===== config.mk =====
export PLATFORM = sky130hd
export DESIGN_NAME = pulse_phase_subtractor
export DESIGN_NICKNAME = d
export VERILOG_FILES = /design/src/rtl/psub_pkg.sv /design/src/rtl/psub_edge.sv /design/src/rtl/psub_refgen.sv /design/src/rtl/psub_compare.sv /design/src/rtl/pulse_phase_subtractor.sv
export SDC_FILE = /design/constraint.sdc
export NUM_CORES = 1
export LEC_CHECK = 0
export BUFFER_PORTS_ARGS = -buffer_cell sky130_fd_sc_hd__buf_2
export CAP_MARGIN = 40
export CORE_UTILIZATION = 30
export DETAILED_ROUTE_END_ITERATION = 10
export PLACE_DENSITY = 0.54
export SLEW_MARGIN = 20
export SYNTH_ARGS = -nofsm -noshare
export SYNTH_HDL_FRONTEND = slang
export SYNTH_SLANG_ARGS = --single-unit

===== constraint.sdc =====
create_clock -name clk -period 1.74 [get_ports clk]
set_clock_uncertainty 0.15 [all_clocks]
set_input_delay 0.087 -clock clk [delete_from_list [all_inputs] [get_ports clk]]
set_output_delay 0.087 -clock clk [all_outputs]
set_load 0.01 [all_outputs]

===== src/rtl/psub_pkg.sv =====
package psub_pkg;
   // Which side of the comparison currently leads.
   typedef enum logic [1:0] {
      LEAD_NONE = 2'b00,
      LEAD_IN   = 2'b01,
      LEAD_REF  = 2'b10
   } lead_e;

   function automatic lead_e classify(input logic in_hi, input logic ref_hi);
      if (in_hi && !ref_hi)      return LEAD_IN;
      else if (ref_hi && !in_hi) return LEAD_REF;
      else                       return LEAD_NONE;
   endfunction
endpackage


===== src/rtl/psub_edge.sv =====
module psub_edge (
   input  logic clk,
   input  logic rst_n,
   input  logic in_pulse,
   output logic in_q,
   output logic rise
);
   always_ff @(posedge clk or negedge rst_n) begin
      if (!rst_n) in_q <= 1'b0;
      else        in_q <= in_pulse;
   end

   assign rise = in_pulse & ~in_q;

   // first cycle after reset the registered input is clear
   assert_in_q_reset_R1: assert property (@(posedge clk)
      !rst_n |=> !in_q);
endmodule


===== src/rtl/psub_refgen.sv =====
module psub_refgen #(
   parameter int FB_W = 8
) (
   input  logic            clk,
   input  logic            rst_n,
   input  logic            start,
   input  logic [FB_W-1:0] fb,
   output logic            ref_q
);
   localparam logic [FB_W-1:0] LAST_TICK = FB_W'(1);

   logic [FB_W-1:0] remain;

   always_ff @(posedge clk or negedge rst_n) begin
      if (!rst_n) begin
         remain <= '0;
         ref_q  <= 1'b0;
      end else if (start) begin
         remain <= fb;
         ref_q  <= (fb != '0);
      end else if (ref_q) begin
         remain <= remain - LAST_TICK;
         if (remain == LAST_TICK) ref_q <= 1'b0;
      end
   end

   // zero feedback never raises the reference
   assert_zero_fb_R6: assert property (@(posedge clk) disable iff (!rst_n)
      (start && fb == '0) |=> !ref_q);
   // any edge with non-zero feedback (re)starts the reference
   assert_restart_R8: assert property (@(posedge clk) disable iff (!rst_n)
      (start && fb != '0) |=> ref_q);
   // the reference does not end before its last tick
   assert_no_early_end_R3: assert property (@(posedge clk) disable iff (!rst_n)
      (ref_q && !start && remain != LAST_TICK) |=> ref_q);
   // reset clears the reference
   assert_ref_reset_R1: assert property (@(posedge clk)
      !rst_n |=> !ref_q);
endmodule


===== src/rtl/psub_compare.sv =====
module psub_compare #(
   parameter bit REG_OUT = 1'b0
) (
   input  logic clk,
   input  logic rst_n,
   input  logic in_hi,
   input  logic ref_hi,
   output logic out_p,
   output logic out_n
);
   import psub_pkg::*;

   lead_e lead;
   assign lead = classify(in_hi, ref_hi);

   generate
      if (REG_OUT) begin : g_reg
         logic p_q, n_q;
         always_ff @(posedge clk or negedge rst_n) begin
            if (!rst_n) begin
               p_q <= 1'b0;
               n_q <= 1'b0;
            end else begin
               p_q <= (lead == LEAD_IN);
               n_q <= (lead == LEAD_REF);
            end
         end
         assign out_p = p_q;
         assign out_n = n_q;
      end else begin : g_comb
         assign out_p = (lead == LEAD_IN);
         assign out_n = (lead == LEAD_REF);
      end
   endgenerate

   // the two paths never overlap
   assert_exclusive_R7: assert property (@(posedge clk) disable iff (!rst_n)
      !(out_p && out_n));
endmodule


===== src/rtl/pulse_phase_subtractor.sv =====
module pulse_phase_subtractor #(
   parameter int FB_W    = 8,
   parameter bit REG_OUT = 1'b0
) (
   input  logic            clk,
   input  logic            rst_n,
   input  logic            in_pulse,
   input  logic [FB_W-1:0] fb,
   output logic            out_p,
   output logic            out_n
);
   generate
      if (FB_W < 1 || FB_W > 24) begin : g_bad_width
         $error("pulse_phase_subtractor: FB_W must lie in 1..24");
      end
   endgenerate

   logic in_q, rise, ref_q;

   psub_edge u_edge (
      .clk      (clk),
      .rst_n    (rst_n),
      .in_pulse (in_pulse),
      .in_q     (in_q),
      .rise     (rise)
   );

   psub_refgen #(.FB_W(FB_W)) u_ref (
      .clk   (clk),
      .rst_n (rst_n),
      .start (rise),
      .fb    (fb),
      .ref_q (ref_q)
   );

   psub_compare #(.REG_OUT(REG_OUT)) u_cmp (
      .clk    (clk),
      .rst_n  (rst_n),
      .in_hi  (in_q),
      .ref_hi (ref_q),
      .out_p  (out_p),
      .out_n  (out_n)
   );

   // while input and reference are both high nothing leads
   assert_equal_quiet_R9: assert property (@(posedge clk) disable iff (!rst_n)
      (in_q && ref_q && !REG_OUT) |-> (!out_p && !out_n));
endmodule


Word-level counts from Yosys, hierarchy flattened:

Index checks and enable logic that the tools add are counted.

* $add $sub $neg: 1
* reductions and logical operators: 6
* muxes and demuxes: 7
* bitwise logic cells: 2
* equal/unequal tests: 3

Operator list (count)
* 2-to-1 mux 8 bit: 2
* equality test 8 x 1 -> 1 bit, second input constant: 1
* nonzero test 8 bit: 1
* subtractor 8 x 1 -> 8 bit, second input constant: 1
* 2-to-1 mux 2 bit: 2
* 2-to-1 mux 1 bit: 3
* equality test 2 x 1 -> 1 bit, second input constant: 1
* equality test 2 bit, second input constant: 1
* logical AND 1 bit: 2
* logical NOT 1 bit: 2
* nonzero test 2 bit: 1
* bitwise AND 1 bit: 1
* NOT 1 bit: 1

* logic and storage cells: 22
* register bits: 10
* output and inout port bits: 2
* input port bits: 11

Longest topological paths before layout:

* depth after elaboration: 5
* depth in mapped cells: 5
* depth with buffers taken out: 5

By module:

From an unflattened synthesis, not the netlist that was laid out.

* cell total of the unflattened synthesis: 60
* area, all modules: 563.0 um^2

Modules (own cells, without submodules)
* psub_refgen: area an instance 509.2 um^2, cells each 56, times used 1
* psub_edge: area an instance 38.8 um^2, cells each 2, times used 1
* psub_compare: area an instance 15.0 um^2, cells each 2, times used 1

Least setup slack after synthesis:

No wires, ideal clock.

* path kind: reg2reg
* start: register u_ref.remain[3]
* end: register u_ref.ref_q
* required time: 1.470 ns
* path slack: -0.067 ns
* stages on the path, launching flop included: 5
* arrival: 1.538 ns
* cell sequence: dfrtp_1 or3_1 buf_2 or4_1 a31o_1

* longest elaborated chain between the ends: 4

Ends and longest elaborated chain
* start: declaration: RTL line psub_refgen.sv:12 `logic [FB_W-1:0] remain;`
* start signal: assignment: RTL line psub_refgen.sv:22 `remain <= remain - LAST_TICK;`
* equality test 8 x 1 -> 1 bit: RTL line psub_refgen.sv:23 `if (remain == LAST_TICK) ref_q <= 1'b0;`
* 2-to-1 mux 1 bit: RTL line psub_refgen.sv:23
* 2-to-1 mux 1 bit: RTL line psub_refgen.sv:21 `end else if (ref_q) begin`
* 2-to-1 mux 1 bit: RTL line psub_refgen.sv:18 `end else if (start) begin`
* end signal: assignment: RTL line psub_refgen.sv:20 `ref_q <= (fb != '0);`
* end: declaration: RTL line psub_refgen.sv:8 `output logic ref_q`

No other way between the ends.
A chain may end at the register's enable or synchronous reset.

Worst setup path in the final report:

* start: register u_ref.remain[3]
* end: register u_ref.remain[7]

* longest elaborated chain between the ends: 3

Ends and longest elaborated chain (RTL line)
* subtractor 8 x 1 -> 8 bit: psub_refgen.sv:22
* 2-to-1 mux 8 bit: psub_refgen.sv:21
* 2-to-1 mux 8 bit: psub_refgen.sv:18

No other way between the ends. The select of a mux whose other input is x is not followed.

==> impl_metrics.env <==
export IMPL_period_share=0.9841
export IMPL_synth_compound_area_frac=0.1752
export IMPL_fin_nets=103
export IMPL_hold_viol=0
export IMPL_cp_data_arrival_time_ns=1.75
export IMPL_synthesis_nets=74
export IMPL_syn_inst=61
export IMPL_synth_xor_area_share=0.03104
export IMPL_drc=0
export IMPL_h_tree_depth=1
export IMPL_p_per_area_mw_per_mm2=987.0
export IMPL_synth_top_family_by_area="simple AND/OR/NAND/NOR gates"
export IMPL_first_pass_iters=3
export IMPL_cts_sinks=10
export IMPL_grt_setup_unrepaired="false"
export IMPL_vias=539
export IMPL_viasPerCell=4.770
export IMPL_final_core_util=0.4710
export IMPL_grt_max_degree=13
export IMPL_hp_class="in2async"
export IMPL_crit_family="simple AND/OR/NAND/NOR gates"
export IMPL_antenna_cells=0
export IMPL_seqCellArea_um2=250.2
export IMPL_grt_overflow_total=0
export IMPL_grt_pass1_vias=466
export IMPL_final_cell_mix="buf_2, dlygate4sd3_1, dfrtp_1, o21ai_0, nor2_1"
export IMPL_yosys_warnings=0
export IMPL_synthToLayoutAreaGrowth_pct=45.68
export IMPL_worstPathCellList="or3_4 > or4b_1 > a31oi_1"
export IMPL_fill_cells=183
export IMPL_clock_latency_ns=0.27
export IMPL_start_kind="flip-flop"
export IMPL_synth_cell_type_count=25
export IMPL_min_period_ns=1.712
export IMPL_crit_slowest_cell="or4b_1"
export IMPL_relSlewSlack=0.6801
export IMPL_drtIter0Drc=8
export IMPL_drive_gt1_frac=0.3068
export IMPL_core_area_mm2=0.001745
export IMPL_multiInputGateArea_um2=312.8
export IMPL_cts_buffers=3
export IMPL_peakVddDrop_uv=451.2
export IMPL_die_h_um=45.37
export IMPL_initial_utilization=0.3233
export IMPL_routed_wl_mm=1.302
export IMPL_dieWidth_um=45.37
export IMPL_dieArea_mm2=0.002058
export IMPL_cts_tree="yes"
export IMPL_final_common_cell="buf_2"
export IMPL_grt_pass1_wl_mm=1.980
export IMPL_row_count=15
export IMPL_cts_buffer_depth=2
export IMPL_ant_nets=0
export IMPL_ys_seq_elements=10
export IMPL_crit_path_max_incr_delay_ns=0.52
export IMPL_crit_required_ns=1.78
export IMPL_max_freq_ghz=0.5840
export IMPL_grt_antenna_before_repair=0
export IMPL_synthMuxAreaShare=0
export IMPL_hpwlAfterDp_um=872.9
export IMPL_worst_path_max_fanout=7
export IMPL_synth_area_per_cell_um2=9.251
export IMPL_synth_seq_area_share=0.4435
export IMPL_cts_root_buf="clkbuf_4"
export IMPL_tightest_slew_ns=0.4799
export IMPL_track_usage=0.1421
export IMPL_worst_hold_slack_ns=0.05030
export IMPL_critPathKind="reg2reg"
export IMPL_port_buffers=12
export IMPL_clk_pin_slew_ns=0.06
export IMPL_netlist_area_um2=564.3
export IMPL_critPathCaptureType="flip-flop"
export IMPL_setup_viol=0
export IMPL_timing_final_ws_setup_ns=0.02773
export IMPL_place_congestion=0.7071
export IMPL_ios=13
export IMPL_setup_tns_ns=0
export IMPL_outcome="complete, no violations"
export IMPL_finalMaxSlewViolations=0
export IMPL_place_ws_ns=-0.003959
export IMPL_p_leak_nw=0.3409
export IMPL_synth_adder_area_share=0.04435
export IMPL_maxCapViolations=0
export IMPL_critPathBufInv=0
export IMPL_wl_per_cell_um=11.52
export IMPL_synth_simple_area_share=0.2639
per-layer routing:
| layer | track usage | routed length [um] |
|---|---|---|
| met5 | 0 | 0 |
| met4 | 0.05455 | 8 |
| met3 | 0.05952 | 64 |
| met2 | 0.2145 | 571 |
| met1 | 0.1798 | 658 |
Yosys cell counts (all sizes together):
master	instances	share of area
dfrtp	10	0.44
or4	3	0.042
inv	2	0.013
xnor2	1	0.016
nor2	6	0.040
or3b	1	0.016
a31o	1	0.016
clkbuf	1	0.0066
nor4	2	0.022
o21ai	6	0.053
nand2b	2	0.022
nor2b	3	0.033
xor2	1	0.016
ha	2	0.044
a31oi	5	0.055
o31ai	2	0.027
buf	2	0.022
or4b	1	0.018
nand2	5	0.033
a21oi	1	0.0089
or3	3	0.038
o41ai	1	0.016
power by group:
part	internal, mW	switching, mW
Sequential	0.294	0.0483
Combinational	0.164	0.145
Clock	0.0800	0.0798
through the flow:
step	power, mW	instance area [um^2]	instances
2_1_floorplan	0.4970	564.3	61
3_3_place_gp	0.5969	669.4	99
3_5_place_dp	0.5981	669.4	99
4_1_cts	0.7951	799.5	112
5_1_grt	0.8743	822.0	113
6_report	0.8114	822.0	113
sequential cells by signal (all words and copies together), names as in the netlist:
signal / count
u_ref.remain: 8
u_edge.in_q: 1
u_ref.ref_q: 1
timing repair:
action | CTS | global route
buffers inserted | 0 | 1
pin swaps | 0 | 1
resized for setup | 2 | 3
setup endpoints to repair | 1 | 3
hold buffers | 10 | 0
hold endpoints to repair | 19 | 0
kinds of logic (layout without fill, tap and decap cells):
family | count (synthesis) | after routing
AO/OA/AOI/OAI | 16 | 16
flip-flops | 10 | 10
adder cells (fa/ha/maj) | 2 | 2
XOR/XNOR | 2 | 2
buffers and inverters | 5 | 32
AND/OR/NAND/NOR | 26 | 26
path summary, 6_finish.rpt:
check | slack, ns | from | endpoint | depth (start not counted)
setup / recovery | 0.03 | u_ref.remain[3] | u_ref.remain[7] | 3
hold / removal | 0.05 | rst_n | u_ref.remain[6] | 2
setup reg to reg | 0.03 | u_ref.remain[3] | u_ref.remain[7] | 3
hold reg to reg | 0.43 | u_ref.remain[7] | u_ref.remain[7] | 2
max in group asynchronous | 1.20 | rst_n | u_ref.remain[2] | 2
min in group clk | 0.34 | in_pulse | u_edge.in_q | 2
layout make-up:
cell class	count	share of cell area
inverter	2	0.009132
timing repair buffer	27	0.2405
tap	25	0.03805
sequential	10	0.3044
clock buffer	3	0.02740
multi-input combinational	46	0.3805
(Power assumes the default switching activity.)
